--- src/rtl/usb_ls_rx_pkg.sv ---
package usb_ls_rx_pkg;

   typedef enum logic [1:0] {
      ST_IDLE,
      ST_SYNC,
      ST_DATA,
      ST_DRAIN
   } rx_state_e;

   typedef enum logic [1:0] {
      LN_SE0,
      LN_K,
      LN_J,
      LN_SE1
   } line_e;

   localparam int unsigned STUFF_RUN = 6;
   localparam int unsigned BYTE_BITS = 8;

   function automatic line_e line_of(input logic dp, input logic dm);
      line_e r;
      case ({dp, dm})
         2'b00:   r = LN_SE0;
         2'b10:   r = LN_K;
         2'b01:   r = LN_J;
         default: r = LN_SE1;
      endcase
      return r;
   endfunction

endpackage

--- src/rtl/usb_ls_line_sync.sv ---
module usb_ls_line_sync #(
   parameter int unsigned STAGES = 2
) (
   input  logic clk,
   input  logic rst_n,
   input  logic dp_i,
   input  logic dm_i,
   output logic dp_o,
   output logic dm_o
);

   localparam int unsigned LANES = 2;
   localparam logic [LANES-1:0] REST = 2'b10;   // {dm, dp}: idle J

   if (STAGES < 2) begin : g_bad_stages
      $error("usb_ls_line_sync: STAGES must be at least 2");
   end

   logic [LANES-1:0] raw;
   logic [LANES-1:0] res;

   assign raw = {dm_i, dp_i};

   for (genvar l = 0; l < LANES; l++) begin : g_lane
      logic [STAGES-1:0] chain;
      always_ff @(posedge clk or negedge rst_n) begin
         if (!rst_n) chain <= {STAGES{REST[l]}};
         else        chain <= {chain[STAGES-2:0], raw[l]};
      end
      assign res[l] = chain[STAGES-1];
   end

   assign dp_o = res[0];
   assign dm_o = res[1];

endmodule

--- src/rtl/usb_ls_phase_track.sv ---
module usb_ls_phase_track #(
   parameter int unsigned CLKS_PER_BIT = 8
) (
   input  logic clk,
   input  logic rst_n,
   input  logic dm_i,
   output logic edge_o,
   output logic smp_o
);

   localparam int unsigned PW = $clog2(CLKS_PER_BIT);
   localparam logic [PW-1:0] LAST = PW'(CLKS_PER_BIT - 1);
   localparam logic [PW-1:0] MID  = PW'(CLKS_PER_BIT / 2);
   localparam logic [PW-1:0] ONE  = PW'(1);

   if (CLKS_PER_BIT < 4) begin : g_bad_period
      $error("usb_ls_phase_track: CLKS_PER_BIT must be at least 4");
   end

   logic          dm_q;
   logic [PW-1:0] ph;

   assign edge_o = dm_i ^ dm_q;
   assign smp_o  = !edge_o && (ph == MID);

   always_ff @(posedge clk or negedge rst_n) begin
      if (!rst_n) begin
         dm_q <= 1'b1;
         ph   <= '0;
      end else begin
         dm_q <= dm_i;
         if (edge_o)          ph <= ONE;
         else if (ph == LAST) ph <= '0;
         else                 ph <= ph + ONE;
      end
   end

endmodule

--- src/rtl/usb_ls_nrzi_unstuff.sv ---
module usb_ls_nrzi_unstuff
   import usb_ls_rx_pkg::*;
(
   input  logic clk,
   input  logic rst_n,
   input  logic arm_i,
   input  logic smp_i,
   input  logic dm_i,
   output logic bit_vld_o,
   output logic bit_o
);

   localparam logic [2:0] RUN_MAX = 3'(STUFF_RUN);

   logic       prev_dm;
   logic [2:0] run;
   logic       stuffed;

   assign stuffed   = (run == RUN_MAX);
   assign bit_o     = (dm_i == prev_dm);
   assign bit_vld_o = smp_i && !stuffed;

   always_ff @(posedge clk or negedge rst_n) begin
      if (!rst_n) begin
         prev_dm <= 1'b0;
         run     <= '0;
      end else if (arm_i) begin
         prev_dm <= 1'b0;          // last sync bit is K
         run     <= 3'd1;          // and decodes as 1
      end else if (smp_i) begin
         prev_dm <= dm_i;
         if (stuffed)    run <= '0;
         else if (bit_o) run <= run + 3'd1;
         else            run <= '0;
      end
   end

endmodule

--- src/rtl/usb_ls_byte_pack.sv ---
module usb_ls_byte_pack
   import usb_ls_rx_pkg::*;
#(
   parameter int unsigned BUF_BYTES = 11,
   parameter int unsigned CW        = 4
) (
   input  logic          clk,
   input  logic          rst_n,
   input  logic          clr_i,
   input  logic          bit_vld_i,
   input  logic          bit_i,
   input  logic          flush_i,
   output logic          byte_vld_o,
   output logic [7:0]    byte_o,
   output logic          eop_o,
   output logic [CW-1:0] eop_count_o,
   output logic          overflow_o
);

   localparam logic [2:0]    LAST_IDX = 3'(BYTE_BITS - 1);
   localparam logic [CW-1:0] BUDGET   = CW'(BUF_BYTES);

   logic [7:0]    acc;
   logic [7:0]    acc_nxt;
   logic [2:0]    idx;
   logic [CW-1:0] left;
   logic [CW-1:0] cnt;
   logic          roomy;

   assign acc_nxt = acc | ({7'd0, bit_i} << idx);
   assign roomy   = (left != '0);

   always_ff @(posedge clk or negedge rst_n) begin
      if (!rst_n) begin
         acc         <= '0;
         idx         <= '0;
         left        <= '0;
         cnt         <= '0;
         byte_vld_o  <= 1'b0;
         byte_o      <= '0;
         eop_o       <= 1'b0;
         eop_count_o <= '0;
         overflow_o  <= 1'b0;
      end else begin
         byte_vld_o <= 1'b0;
         eop_o      <= 1'b0;
         overflow_o <= 1'b0;
         if (clr_i) begin
            acc  <= '0;
            idx  <= '0;
            left <= BUDGET;
            cnt  <= '0;
         end else if (flush_i) begin
            if (idx != '0 && !roomy) begin
               overflow_o <= 1'b1;
            end else begin
               if (idx != '0) begin
                  byte_vld_o  <= 1'b1;
                  byte_o      <= acc;
                  eop_count_o <= cnt + 1'b1;
               end else begin
                  eop_count_o <= cnt;
               end
               eop_o <= 1'b1;
            end
            acc <= '0;
            idx <= '0;
         end else if (bit_vld_i) begin
            if (idx == LAST_IDX) begin
               acc <= '0;
               idx <= '0;
               if (roomy) begin
                  byte_vld_o <= 1'b1;
                  byte_o     <= acc_nxt;
                  left       <= left - 1'b1;
                  cnt        <= cnt + 1'b1;
               end else begin
                  overflow_o <= 1'b1;
               end
            end else begin
               acc <= acc_nxt;
               idx <= idx + 3'd1;
            end
         end
      end
   end

endmodule

--- src/rtl/usb_ls_rx.sv ---
module usb_ls_rx
   import usb_ls_rx_pkg::*;
#(
   parameter int unsigned CLKS_PER_BIT      = 8,
   parameter int unsigned BUF_BYTES         = 11,
   parameter int unsigned SYNC_TIMEOUT_BITS = 16,
   parameter int unsigned SYNC_STAGES       = 2
) (
   input  logic                           clk,
   input  logic                           rst_n,
   input  logic                           dp_i,
   input  logic                           dm_i,
   output logic                           byte_vld_o,
   output logic [7:0]                     byte_o,
   output logic                           eop_o,
   output logic [$clog2(BUF_BYTES+1)-1:0] eop_count_o,
   output logic                           overflow_o,
   output logic                           sync_err_o
);

   localparam int unsigned CW = $clog2(BUF_BYTES + 1);
   localparam int unsigned TW = $clog2(SYNC_TIMEOUT_BITS + 1);
   localparam logic [TW-1:0] TMO_LAST = TW'(SYNC_TIMEOUT_BITS - 1);

   if (BUF_BYTES < 1) begin : g_bad_buf
      $error("usb_ls_rx: BUF_BYTES must be at least 1");
   end
   if (SYNC_TIMEOUT_BITS < 9) begin : g_bad_tmo
      $error("usb_ls_rx: SYNC_TIMEOUT_BITS must cover a whole sync field");
   end

   logic      dp_s, dm_s;
   logic      dm_edge, smp;
   line_e     ln;
   rx_state_e state;
   logic      prev_k;
   logic [TW-1:0] tmo_cnt;
   logic      arm, data_smp, flush;
   logic      bit_vld, bit_val;

   usb_ls_line_sync #(.STAGES(SYNC_STAGES)) u_sync (
      .clk  (clk),
      .rst_n(rst_n),
      .dp_i (dp_i),
      .dm_i (dm_i),
      .dp_o (dp_s),
      .dm_o (dm_s)
   );

   usb_ls_phase_track #(.CLKS_PER_BIT(CLKS_PER_BIT)) u_phase (
      .clk   (clk),
      .rst_n (rst_n),
      .dm_i  (dm_s),
      .edge_o(dm_edge),
      .smp_o (smp)
   );

   assign ln       = line_of(dp_s, dm_s);
   assign arm      = (state == ST_SYNC) && smp && (ln == LN_K) && prev_k;
   assign data_smp = (state == ST_DATA) && smp && (ln != LN_SE0);
   assign flush    = (state == ST_DATA) && smp && (ln == LN_SE0);

   usb_ls_nrzi_unstuff u_nrzi (
      .clk      (clk),
      .rst_n    (rst_n),
      .arm_i    (arm),
      .smp_i    (data_smp),
      .dm_i     (dm_s),
      .bit_vld_o(bit_vld),
      .bit_o    (bit_val)
   );

   usb_ls_byte_pack #(.BUF_BYTES(BUF_BYTES), .CW(CW)) u_pack (
      .clk        (clk),
      .rst_n      (rst_n),
      .clr_i      (arm),
      .bit_vld_i  (bit_vld),
      .bit_i      (bit_val),
      .flush_i    (flush),
      .byte_vld_o (byte_vld_o),
      .byte_o     (byte_o),
      .eop_o      (eop_o),
      .eop_count_o(eop_count_o),
      .overflow_o (overflow_o)
   );

   always_ff @(posedge clk or negedge rst_n) begin
      if (!rst_n) begin
         state      <= ST_IDLE;
         prev_k     <= 1'b0;
         tmo_cnt    <= '0;
         sync_err_o <= 1'b0;
      end else begin
         sync_err_o <= 1'b0;
         case (state)
            ST_IDLE: begin
               if (dm_edge && ln == LN_K) begin
                  state   <= ST_SYNC;
                  prev_k  <= 1'b0;
                  tmo_cnt <= '0;
               end
            end
            ST_SYNC: begin
               if (smp) begin
                  if (ln == LN_K && prev_k) begin
                     state <= ST_DATA;
                  end else if (tmo_cnt == TMO_LAST) begin
                     sync_err_o <= 1'b1;
                     state      <= ST_IDLE;
                  end else begin
                     prev_k  <= (ln == LN_K);
                     tmo_cnt <= tmo_cnt + 1'b1;
                  end
               end
            end
            ST_DATA: begin
               if (overflow_o)  state <= ST_DRAIN;
               else if (flush)  state <= ST_IDLE;
            end
            ST_DRAIN: begin
               if (ln == LN_SE0) state <= ST_IDLE;
            end
            default: state <= ST_IDLE;
         endcase
      end
   end

endmodule

--- config.mk ---
export PLATFORM = sky130hd
export DESIGN_NAME = usb_ls_rx
export DESIGN_NICKNAME = d
export VERILOG_FILES = /design/src/rtl/usb_ls_rx_pkg.sv /design/src/rtl/usb_ls_line_sync.sv /design/src/rtl/usb_ls_phase_track.sv /design/src/rtl/usb_ls_nrzi_unstuff.sv /design/src/rtl/usb_ls_byte_pack.sv /design/src/rtl/usb_ls_rx.sv
export SDC_FILE = /design/constraint.sdc
export NUM_CORES = 1
export LEC_CHECK = 0
export CAP_MARGIN = 0
export CORE_UTILIZATION = 49
export DETAILED_ROUTE_END_ITERATION = 10
export HOLD_SLACK_MARGIN = 0.02
export PLACE_DENSITY = 0.8
export SYNTH_ARGS = -nofsm -noshare
export SYNTH_HDL_FRONTEND = slang
export SYNTH_SLANG_ARGS = --single-unit
--- constraint.sdc ---
create_clock -name clk -period 2.58 [get_ports clk]
set_input_delay 0.516 -clock clk [delete_from_list [all_inputs] [get_ports clk]]
set_output_delay 0.516 -clock clk [all_outputs]
set_load 0.02 [all_outputs]
Yosys cells after proc, flatten, opt, wreduce, memory -nomap -nowiden
Cells that the tools add are included.

operators by class
  add/sub/neg operators = 6
  eq/ne operators = 22
  shift operators = 1
  mux-type cells = 72
  bitwise logic cells = 4
  reductions and logical operators = 34

operator list
  cell                                                  count
  2-to-1 mux 8 bit                                      10
  2-to-1 mux 4 bit                                      11
  2-to-1 mux 3 bit                                      10
  2-to-1 mux 1 bit                                      26
  2-to-1 mux 5 bit                                      4
  nonzero test 2 bit                                    9
  2-to-1 mux 2 bit                                      7
  inequality test 2 bit (second input constant)         7
  equality test 3 bit (second input constant)           4
  logical AND 1 bit                                     11
  one-hot mux 5 bit (2 select lines)                    1
  AND reduction 5 bit                                   2
  adder 3 x 1 -> 3 bit (second input constant)          3
  OR 8 bit                                              1
  one-hot mux 2 bit (4 select lines)                    1
  << shifter 1 x 3 -> 8 bit                             1
  equality test 2 x 1 -> 1 bit (second input constant)  3
  equality test 2 bit (second input constant)           3
  logical NOT 2 bit                                     3
  one-hot mux 2 bit (3 select lines)                    1
  AND reduction 6 bit                                   1
  nonzero test 3 bit                                    2
  adder 5 x 1 -> 5 bit (second input constant)          1
  equality test 5 x 4 -> 1 bit (second input constant)  1
  other kinds (13)                                      16

storage, ports and cells
  bits in registers = 55
  bits of input ports = 4
  output and inout port bits = 16
  word-level logic and storage cells = 158

Logic depth before layout (Yosys ltp)
Gate-level depths: netlist of run 1.

  depth after elaboration = 9
  gate-level depth with buffers = 8
  gate-level depth less buffers = 7

Modules after synthesis
Synthesis of run 1 repeated with hierarchy kept, for this count alone.

unflattened totals
  cell total of the unflattened synthesis = 255
  area, all modules = 2,811.4 µm²

by module, submodules not included
  module               instances  cells an instance  area each (µm²)  sequential area each (µm²)
  usb_ls_byte_pack     1          158                1,645.3          850.8
  usb_ls_rx            1          57                 613.1            225.2
  usb_ls_nrzi_unstuff  1          21                 260.2            100.1
  usb_ls_phase_track   1          15                 190.2            101.3
  usb_ls_line_sync     1          4                  102.6            102.6

Least setup slack after synthesis of run 1
OpenSTA, ideal clock, no wires.

  path type = reg-to-reg
  start = reg u_pack.idx[1]
  end = reg u_pack.byte_o[7]
  setup time = 0.128 ns
  arrival = 2.048 ns
  data required time = 2.452 ns
  slack = 0.404 ns
  cell stages (with the launch flop) = 8
  cells stage by stage = dfrtp_1 -> ha_1 -> ha_1 -> a21boi_0 -> mux2_2 -> and3_1 -> buf_2 -> mux2_1

between the ends
  longest elaborated chain between the ends = 6
  elaborated cells between the ends (all ways) = 13

RTL lines
  what                       line                    RTL
  start: declaration         usb_ls_byte_pack.sv:25  logic [2:0] idx;
  start signal: assignment   usb_ls_byte_pack.sv:82  idx <= idx + 3'd1;
  << shifter 1 x 3 -> 8 bit  usb_ls_byte_pack.sv:30  assign acc_nxt = acc | ({7'd0, bit_i} << idx);
  OR 8 bit                   usb_ls_byte_pack.sv:30
  2-to-1 mux 8 bit           usb_ls_byte_pack.sv:72  if (roomy) begin
  2-to-1 mux 8 bit           usb_ls_byte_pack.sv:69  if (idx == LAST_IDX) begin
  2-to-1 mux 8 bit           usb_ls_byte_pack.sv:68  end else if (bit_vld_i) begin
  2-to-1 mux 8 bit           usb_ls_byte_pack.sv:53  end else if (flush_i) begin
  end signal: assignment     usb_ls_byte_pack.sv:74  byte_o <= acc_nxt;
  end: declaration           usb_ls_byte_pack.sv:14  output logic [7:0] byte_o,

Parallel ways exist; a longest one is shown, timed or not. The select of a mux whose other input is x is not followed.
A chain may end at the register's enable or synchronous reset.

Worst setup path in the final report of run 1
  start = reg tmo_cnt[0]
  end = reg tmo_cnt[3]

between the ends
  longest elaborated chain between the ends = 5
  elaborated cells between the ends (all ways) = 8

RTL lines
  what                                line              RTL
  start: declaration                  usb_ls_rx.sv:37   logic [TW-1:0] tmo_cnt;
  start signal: assignment            usb_ls_rx.sv:112  tmo_cnt <= tmo_cnt + 1'b1;
  adder 5 x 1 -> 5 bit                usb_ls_rx.sv:112
  2-to-1 mux 5 bit                    usb_ls_rx.sv:107  end else if (tmo_cnt == TMO_LAST) begin
  2-to-1 mux 5 bit                    usb_ls_rx.sv:105  if (ln == LN_K && prev_k) begin
  2-to-1 mux 5 bit                    usb_ls_rx.sv:104  if (smp) begin
  one-hot mux 5 bit (2 select lines)  usb_ls_rx.sv:95   case (state)

Parallel ways exist; a longest one is shown, timed or not. The select of a mux whose other input is x is not followed.

==> results of run 1 <==
==> how the worst max path moves through the flow <==
| stage | endpoint | slack [ns] |
|---|---|---|
| after floorplan | u_pack.byte_o[7] | 0.40 |
| after global placement | tmo_cnt[3] | 0.37 |
| after detailed placement | tmo_cnt[3] | 0.32 |
| after CTS | tmo_cnt[3] | 0.30 |
| after global routing | u_pack.byte_o[7] | 0.12 |
| final | tmo_cnt[3] | 0.30 |
==> metal layers <==
layer	vias to the layer above	wire, um	global-route usage	share of wire
met3	11	286	0.03412	0.049
met1	1076	2637	0.2918	0.45
met5	-	0	0	0
met2	69	2836	0.3558	0.48
met4	0	96	0.07222	0.016
li1	1063	-	-	-
==> power breakdown <==
part | switching (mW) | internal (mW) | leakage, nW | total [mW]
clock | 0.284 | 0.294 | 0.0558 | 0.578
sequential | 0.0640 | 0.911 | 0.742 | 0.975
combinational | 0.124 | 0.0780 | 0.652 | 0.202
total | 0.472 | 1.28 | 1.45 | 1.75
==> critical path, cell delays in order, from the launching register on <==
cell and delay [ns]:
dfrtp_1 0.42, ha_1 0.23, and3_1 0.18, ha_1 0.21, nand4b_1 0.19, or4_1 0.49
or4_1 0.40, o21ai_1 0.08
==> sequential cells by signal, summed over array words and instances (netlist names), 4 cells and up <==
name and flops:
u_pack.acc 8, u_pack.byte_o 8, tmo_cnt 5, u_pack.cnt 4, u_pack.eop_count_o 4, u_pack.left 4
u_sync.g_lane.chain 4
==> cells by family (layout without fill, tap and decap cells) <==
kind of cell               after synthesis  after routing  synth area share
and+or+nand+nor                        104            104            0.2079
muxes                                   11             11           0.04255
xor gates and xnor gates                 6              6           0.02128
DFF                                     55             55            0.4889
adders and majority gates               12             12           0.05319
AOI/OAI and AO/OA                       68             68            0.1565
buffers and inverters                   21             42           0.02970
==> Yosys cell counts, types with 3 or more instances <==
library cell / instances
buf_2: 4
nor3_1: 12
mux2i_1: 3
a21oi_1: 21
nor4_1: 3
clkbuf_1: 6
nor2_1: 19
xor2_1: 3
o21ai_0: 10
a41oi_1: 7
ha_1: 12
dfrtp_1: 52
a31oi_1: 11
or4_1: 3
mux2_2: 6
nand3_1: 8
and2_1: 4
nand2b_1: 6
nand4b_1: 5
and3_1: 4
dfstp_2: 3
nand2_1: 18
inv_1: 10
==> placed cells by master (no fill, tap or decap), drive strengths merged, types with 7 or more instances in the layout <==
master,netlist,layout
mux2,8,8
ha,12,12
inv,10,11
a21oi,21,21
nor2,20,20
nand2,18,18
a31oi,11,11
nor3,14,14
clkdlybuf4s50,0,18
a41oi,7,7
dfrtp,52,52
o21ai,11,11
nand3,9,9
==> final cells by class <==
cell class              count  area, um2  share of cell area
repair buffers             24      235.2             0.07321
clock buffers               6      72.57             0.02259
flip-flops and latches     55       1380              0.4295
inverters                  10      37.54             0.01168
multi-input cells         201       1359              0.4229
well taps                  72      90.09             0.02804
clock inverters             2      38.79             0.01207
==> flow_metrics.py, run 1 <==
metrics = {
    "timing": {
        "fin_setup_tns_ns": 0,
        "max_freq_mhz": 439.3,
        "fin_hold_ws_ns": 0.1765,
        "setup-violations-final": 0,
        "timing.final.crit_share": 0.8824,
        "fin_ws_ns": 0.3035,
        "worst_clock_skew_ns": 0.01619,
        "max_slew.worst_pin.slew_ns": 0.7498,
        "period_needed_ns": 2.277,
        "max_slew_margin": 0.4978,
        "rsz0062_at_grt": "no",
        "slew_viol_final": 0,
        "final-hold-violation-count": 0,
    },
    "detailed_routing": {
        "ant_nets": 0,
        "drc": 0,
        "num_vias": 2219,
        "firstDrtPassIters": 4,
        "vias_per_cell": 5.997,
        "drt-initial-drc-count": 125,
        "wl_mm": 5.857,
        "wl_per_cell_um": 15.83,
    },
    "finish": {
        "antenna_cells": 0,
        "stdcell_area_um2": 3213,
        "drive_gt1_frac": 0.09732,
        "fin_util": 0.5799,
        "fill_cells": 478,
        "stdcell_count": 370,
        "area_growth_syn_to_layout_pct": 13.83,
        "nNetsFinal": 313,
    },
    "worst_setup_path": {
        "startpoint_type": "flop",
        "r2r_cells": 7,
        "r2r_slack_ns": 0.30,
        "crit_type": "reg -> reg",
        "cp_data_required_time_ns": 2.81,
        "rr_startpoint": "tmo_cnt[0]",
        "crit_start": "tmo_cnt[0]",
        "r2r_end": "tmo_cnt[3]",
        "worstPathArrival_ns": 2.51,
        "cp-end-kind": "flop",
        "crit_fanout": 4,
    },
    "synthesis": {
        "synth.ff_latch_count": 55,
        "synthCells": 277,
        "synth_area_leader_cell": "dfrtp_1",
        "yosysSeqAreaShare": 0.4889,
        "synth-edff-count": 0,
        "ys_types": 55,
        "syn-cell-area_um2": 2823,
        "synth_top_area_share": 0.4610,
        "ys_warn_count": 0,
        "synth_ff_type": "dfrtp_1",
        "async_flop_share": 1.000,
        "synth_area_leaders": "dfrtp_1 46%, ha_1 5.3%, a21oi_1 3.7%",
        "synth_nets": 293,
        "syn_area_per_cell_um2": 10.19,
    },
    "place": {
        "hpwl_mm": 4.213,
        "placed_cell_area_um2": 3102,
        "dp_cells": 362,
        "io_buffers": 19,
        "pre_cts_slack_ns": 0.3217,
        "gp_congestion": 0.8539,
    },
    "power_and_ir_drop": {
        "power_leakage_nw": 1.450,
        "vdd_drop_max_mv": 0.3378,
        "power_density_nw_per_um2": 546.2,
        "finalPower_mw": 1.755,
    },
    "global_routing": {
        "grt_pass1_wl_mm": 10.42,
        "antenna_found_initial": 0,
        "grt_start_max_net_pins": 34,
        "grt_overflow": 0,
        "grt.total_usage": 0.2161,
        "grt_pass1_vias": 2258,
    },
    "clock_tree": {
        "cts_buffers": 5,
        "post_cts_resized": 0,
        "insertion_delay_ns": 0.31,
        "cts_root_buffer": "clkbuf_8",
        "cts_tree": "yes",
        "clkTransAtPathRegs_ns": 0.11,
        "cts_max_level": 2,
        "cts_max_path_buffers": 2,
        "ctsHoldBuffers": 0,
        "post_cts_buffers": 0,
        "clock_sinks": 55,
    },
    "floorplanning": {
        "core_um2": 5540,
        "ios": 20,
        "die_w_um": 77.90,
        "start_util": 0.5095,
        "die_area_um2": 6068,
        "placementRows": 27,
        "die_h_um": 77.90,
    },
    "outcome": {
        "status": "complete, no violations",
    },
    "hold_path": {
        "min_path_type": "in -> async",
    },
    "run": {
        "maxCapViolCount": 0,
    },
}
No activity file was read; power rests on OpenSTA's default activity.
==> run 2: changes to the inputs <==
--- a/config.mk
+++ b/config.mk
@@ -8,8 +8,10 @@
 export CAP_MARGIN = 0
 export CORE_UTILIZATION = 49
 export DETAILED_ROUTE_END_ITERATION = 10
+export GPL_ROUTABILITY_DRIVEN = 0
 export HOLD_SLACK_MARGIN = 0.02
 export PLACE_DENSITY = 0.8
 export SYNTH_ARGS = -nofsm -noshare
 export SYNTH_HDL_FRONTEND = slang
+export SYNTH_HIERARCHICAL = 1
 export SYNTH_SLANG_ARGS = --single-unit
==> run 2 against run 1 <==
  * Global-route usage is 2.2 points lower
  * Setup slack got worse by 0.15 ns
  * Cell count down 3.5%
  * Register-to-register slack worse by 0.15 ns
  * Area after synthesis fell by 0.40%
  * Critical path depth increased by 2
  * Largest power group unchanged
  * Sequential power is 4.5% lower
  * Clock power is 4.7% lower
  * Maximum frequency decreased by 6.3%
  * Routed wire length decreased by 13%
==> flow_metrics.py, run 2 <==
metrics = {
    "outcome": {
        "status": "complete, no violations",
    },
    "timing": {
        "slew_viol_final": 0,
        "rsz0062_at_grt": "yes",
        "max_slew.worst_pin.slew_ns": 0.5345,
        "worst_clock_skew_ns": 0.01356,
        "final-hold-violation-count": 0,
        "timing.final.crit_share": 0.9415,
        "fin_ws_ns": 0.1508,
        "max_slew_margin": 0.6436,
        "fin_hold_ws_ns": 0.1780,
        "setup-violations-final": 0,
        "period_needed_ns": 2.429,
        "max_freq_mhz": 411.7,
    },
    "synthesis": {
        "syn_area_per_cell_um2": 11.03,
        "synth_area_leaders": "dfrtp_1 46%, ha_1 5.3%, dfstp_2 2.8%",
        "synth_top_area_share": 0.4628,
        "async_flop_share": 1.000,
        "synth_ff_type": "dfrtp_1",
        "synthTopCellsByCount": "52 x dfrtp_1, 18 x inv_1, 18 x nand2_1",
        "synthCells": 255,
        "synth_area_leader_cell": "dfrtp_1",
        "yosysSeqAreaShare": 0.4909,
        "yosysMostFrequentCell": "dfrtp_1",
        "ys_types": 58,
        "ys_warn_count": 6,
        "synth_nets": 271,
        "syn-cell-area_um2": 2811,
        "synth-edff-count": 0,
        "synth.ff_latch_count": 55,
    },
    "worst_setup_path": {
        "cp-end-kind": "flop",
        "crit_chain": "xnor2_2 > and3_4 > nand3b_1 > nor2_2 > a21bo_4 > inv_1 > a32oi_2 > nor2_4 > mux2_2",
        "rr_startpoint": "u_sync/g_lane[1].chain[1]",
        "r2r_end": "u_pack/byte_o[7]",
        "worstPathArrival_ns": 2.63,
        "r2r_slack_ns": 0.15,
        "slowest_delay_ns": 0.56,
        "crit_fanout": 5,
        "crit_type": "reg -> reg",
        "r2r_cells": 9,
        "cp_data_required_time_ns": 2.78,
        "slowest_stage": "dfstp_2",
        "startpoint_type": "flop",
    },
    "clock_tree": {
        "clock_sinks": 55,
        "cts_root_buffer": "clkbuf_8",
        "cts_max_level": 2,
        "clkTransAtPathRegs_ns": 0.10,
        "cts_max_path_buffers": 2,
        "cts_tree": "yes",
        "cts_buffers": 5,
        "insertion_delay_ns": 0.31,
    },
    "power_and_ir_drop": {
        "vdd_drop_max_mv": 0.2839,
        "power_density_nw_per_um2": 506.7,
        "power_leakage_nw": 1.469,
    },
    "run": {
        "maxCapViolCount": 0,
    },
    "floorplanning": {
        "placementRows": 27,
        "start_util": 0.5106,
        "die_w_um": 77.75,
        "core_um2": 5507,
        "die_h_um": 77.75,
        "die_area_um2": 6044,
        "ios": 20,
    },
    "global_routing": {
        "grt.total_usage": 0.1937,
        "antenna_found_initial": 0,
        "grt_start_max_net_pins": 33,
        "grt_pass1_wl_mm": 9.108,
        "grt_overflow": 0,
        "grt_pass1_vias": 1967,
    },
    "hold_path": {
        "min_path_type": "in -> async",
    },
    "finish": {
        "antenna_cells": 0,
        "fill_cells": 453,
        "nNetsFinal": 300,
        "area_growth_syn_to_layout_pct": 16.07,
        "regArea_um2": 1380,
        "stdcell_count": 357,
        "multi_input_area_um2": 1331,
        "layout_commonest_cell": "dfrtp_1",
        "final_cell_mix": "52 x dfrtp_1, 18 x inv_1, 18 x nand2_1, 18 x clkdlybuf4s50_1",
        "drive_gt1_frac": 0.1860,
        "reg.largest.list": "u_pack/acc (8), u_pack/byte_o (8), tmo_cnt (5)",
        "fin_util": 0.5926,
    },
    "place": {
        "pre_cts_slack_ns": 0.09060,
        "hpwl_mm": 3.653,
        "dp_cells": 346,
        "io_buffers": 19,
    },
    "detailed_routing": {
        "drc": 0,
        "num_vias": 1993,
        "drt-initial-drc-count": 67,
        "wl_per_cell_um": 14.31,
        "ant_nets": 0,
        "vias_per_cell": 5.583,
        "firstDrtPassIters": 4,
        "wl_mm": 5.107,
    },
}
-- run 2: repair_timing --
item,in CTS,in global routing
setup endpoints to repair,0,16
gates resized for setup,0,5
hold buffers,0,0
buffers inserted,0,3
-- run 2: metrics by stage --
stage	setup TNS (ns)	instance area, um2	power (mW)
3_5_place_dp	0	3122	1.117
6_report	0	3263	1.653
2_1_floorplan	0	2816	1.064
5_1_grt	-0.08426	3263	1.743
4_1_cts	0	3228	1.671
3_3_place_gp	0	3122	1.111
-- run 2: cell type report --
cell class,instances,area share
flip-flops and latches,55,0.4229
multi-input cells,173,0.4080
repair buffers,31,0.08819
well taps,72,0.02761
clock buffers,7,0.02339
inverters,18,0.02071
clock inverters,1,0.009202
-- run 2: kinds of logic after synthesis --
family | Yosys count | share of synthesized area
AO/OA/AOI/OAI | 55 | 0.1495
XOR/XNOR | 9 | 0.03071
adder cells (fa/ha/maj) | 12 | 0.05340
buffers and inverters | 27 | 0.04138
flip-flops | 55 | 0.4909
multiplexers | 10 | 0.03738
AND/OR/NAND/NOR | 87 | 0.1967
-- run 2: how the worst max path moves through the flow --
stage	slack [ns]	endpoint	depth (start not counted)	start
floorplan	0.02	u_pack/byte_o[2]	10	u_sync/g_lane[1].chain[1]
global route	-0.02	u_pack/byte_o[5]	10	u_sync/g_lane[1].chain[1]
finish	0.15	u_pack/byte_o[7]	9	u_sync/g_lane[1].chain[1]
global placement	0.20	u_pack/left[1]	9	u_sync/g_lane[1].chain[1]
CTS	0.06	u_pack/byte_o[7]	9	u_sync/g_lane[1].chain[1]
detailed placement	0.09	u_pack/byte_o[7]	9	u_sync/g_lane[1].chain[1]
-- run 2: power by group --
part / internal (mW) / total [mW] / switching (mW)
Combinational: 0.0751 / 0.171 / 0.0961
Clock: 0.291 / 0.551 / 0.261
Sequential: 0.901 / 0.931 / 0.0298
-- run 2: critical path, delay by kind of cell (launching register included) --
family	cells	cell delay, ns
xor+xnor	1	0.14
simple gates	4	0.73
mux	1	0.36
compound gates	2	0.42
buf+inv	1	0.10
flops	1	0.56
-- run 2: layer usage --
layer / wire length [um] / vias to the layer above / track usage / part of all wire
met5: 0 / - / 0 / 0
met4: 147 / 0 / 0.1057 / 0.029
met3: 197 / 13 / 0.04235 / 0.039
met2: 2337 / 53 / 0.2876 / 0.46
met1: 2424 / 965 / 0.2635 / 0.47
li1: - / 962 / - / -
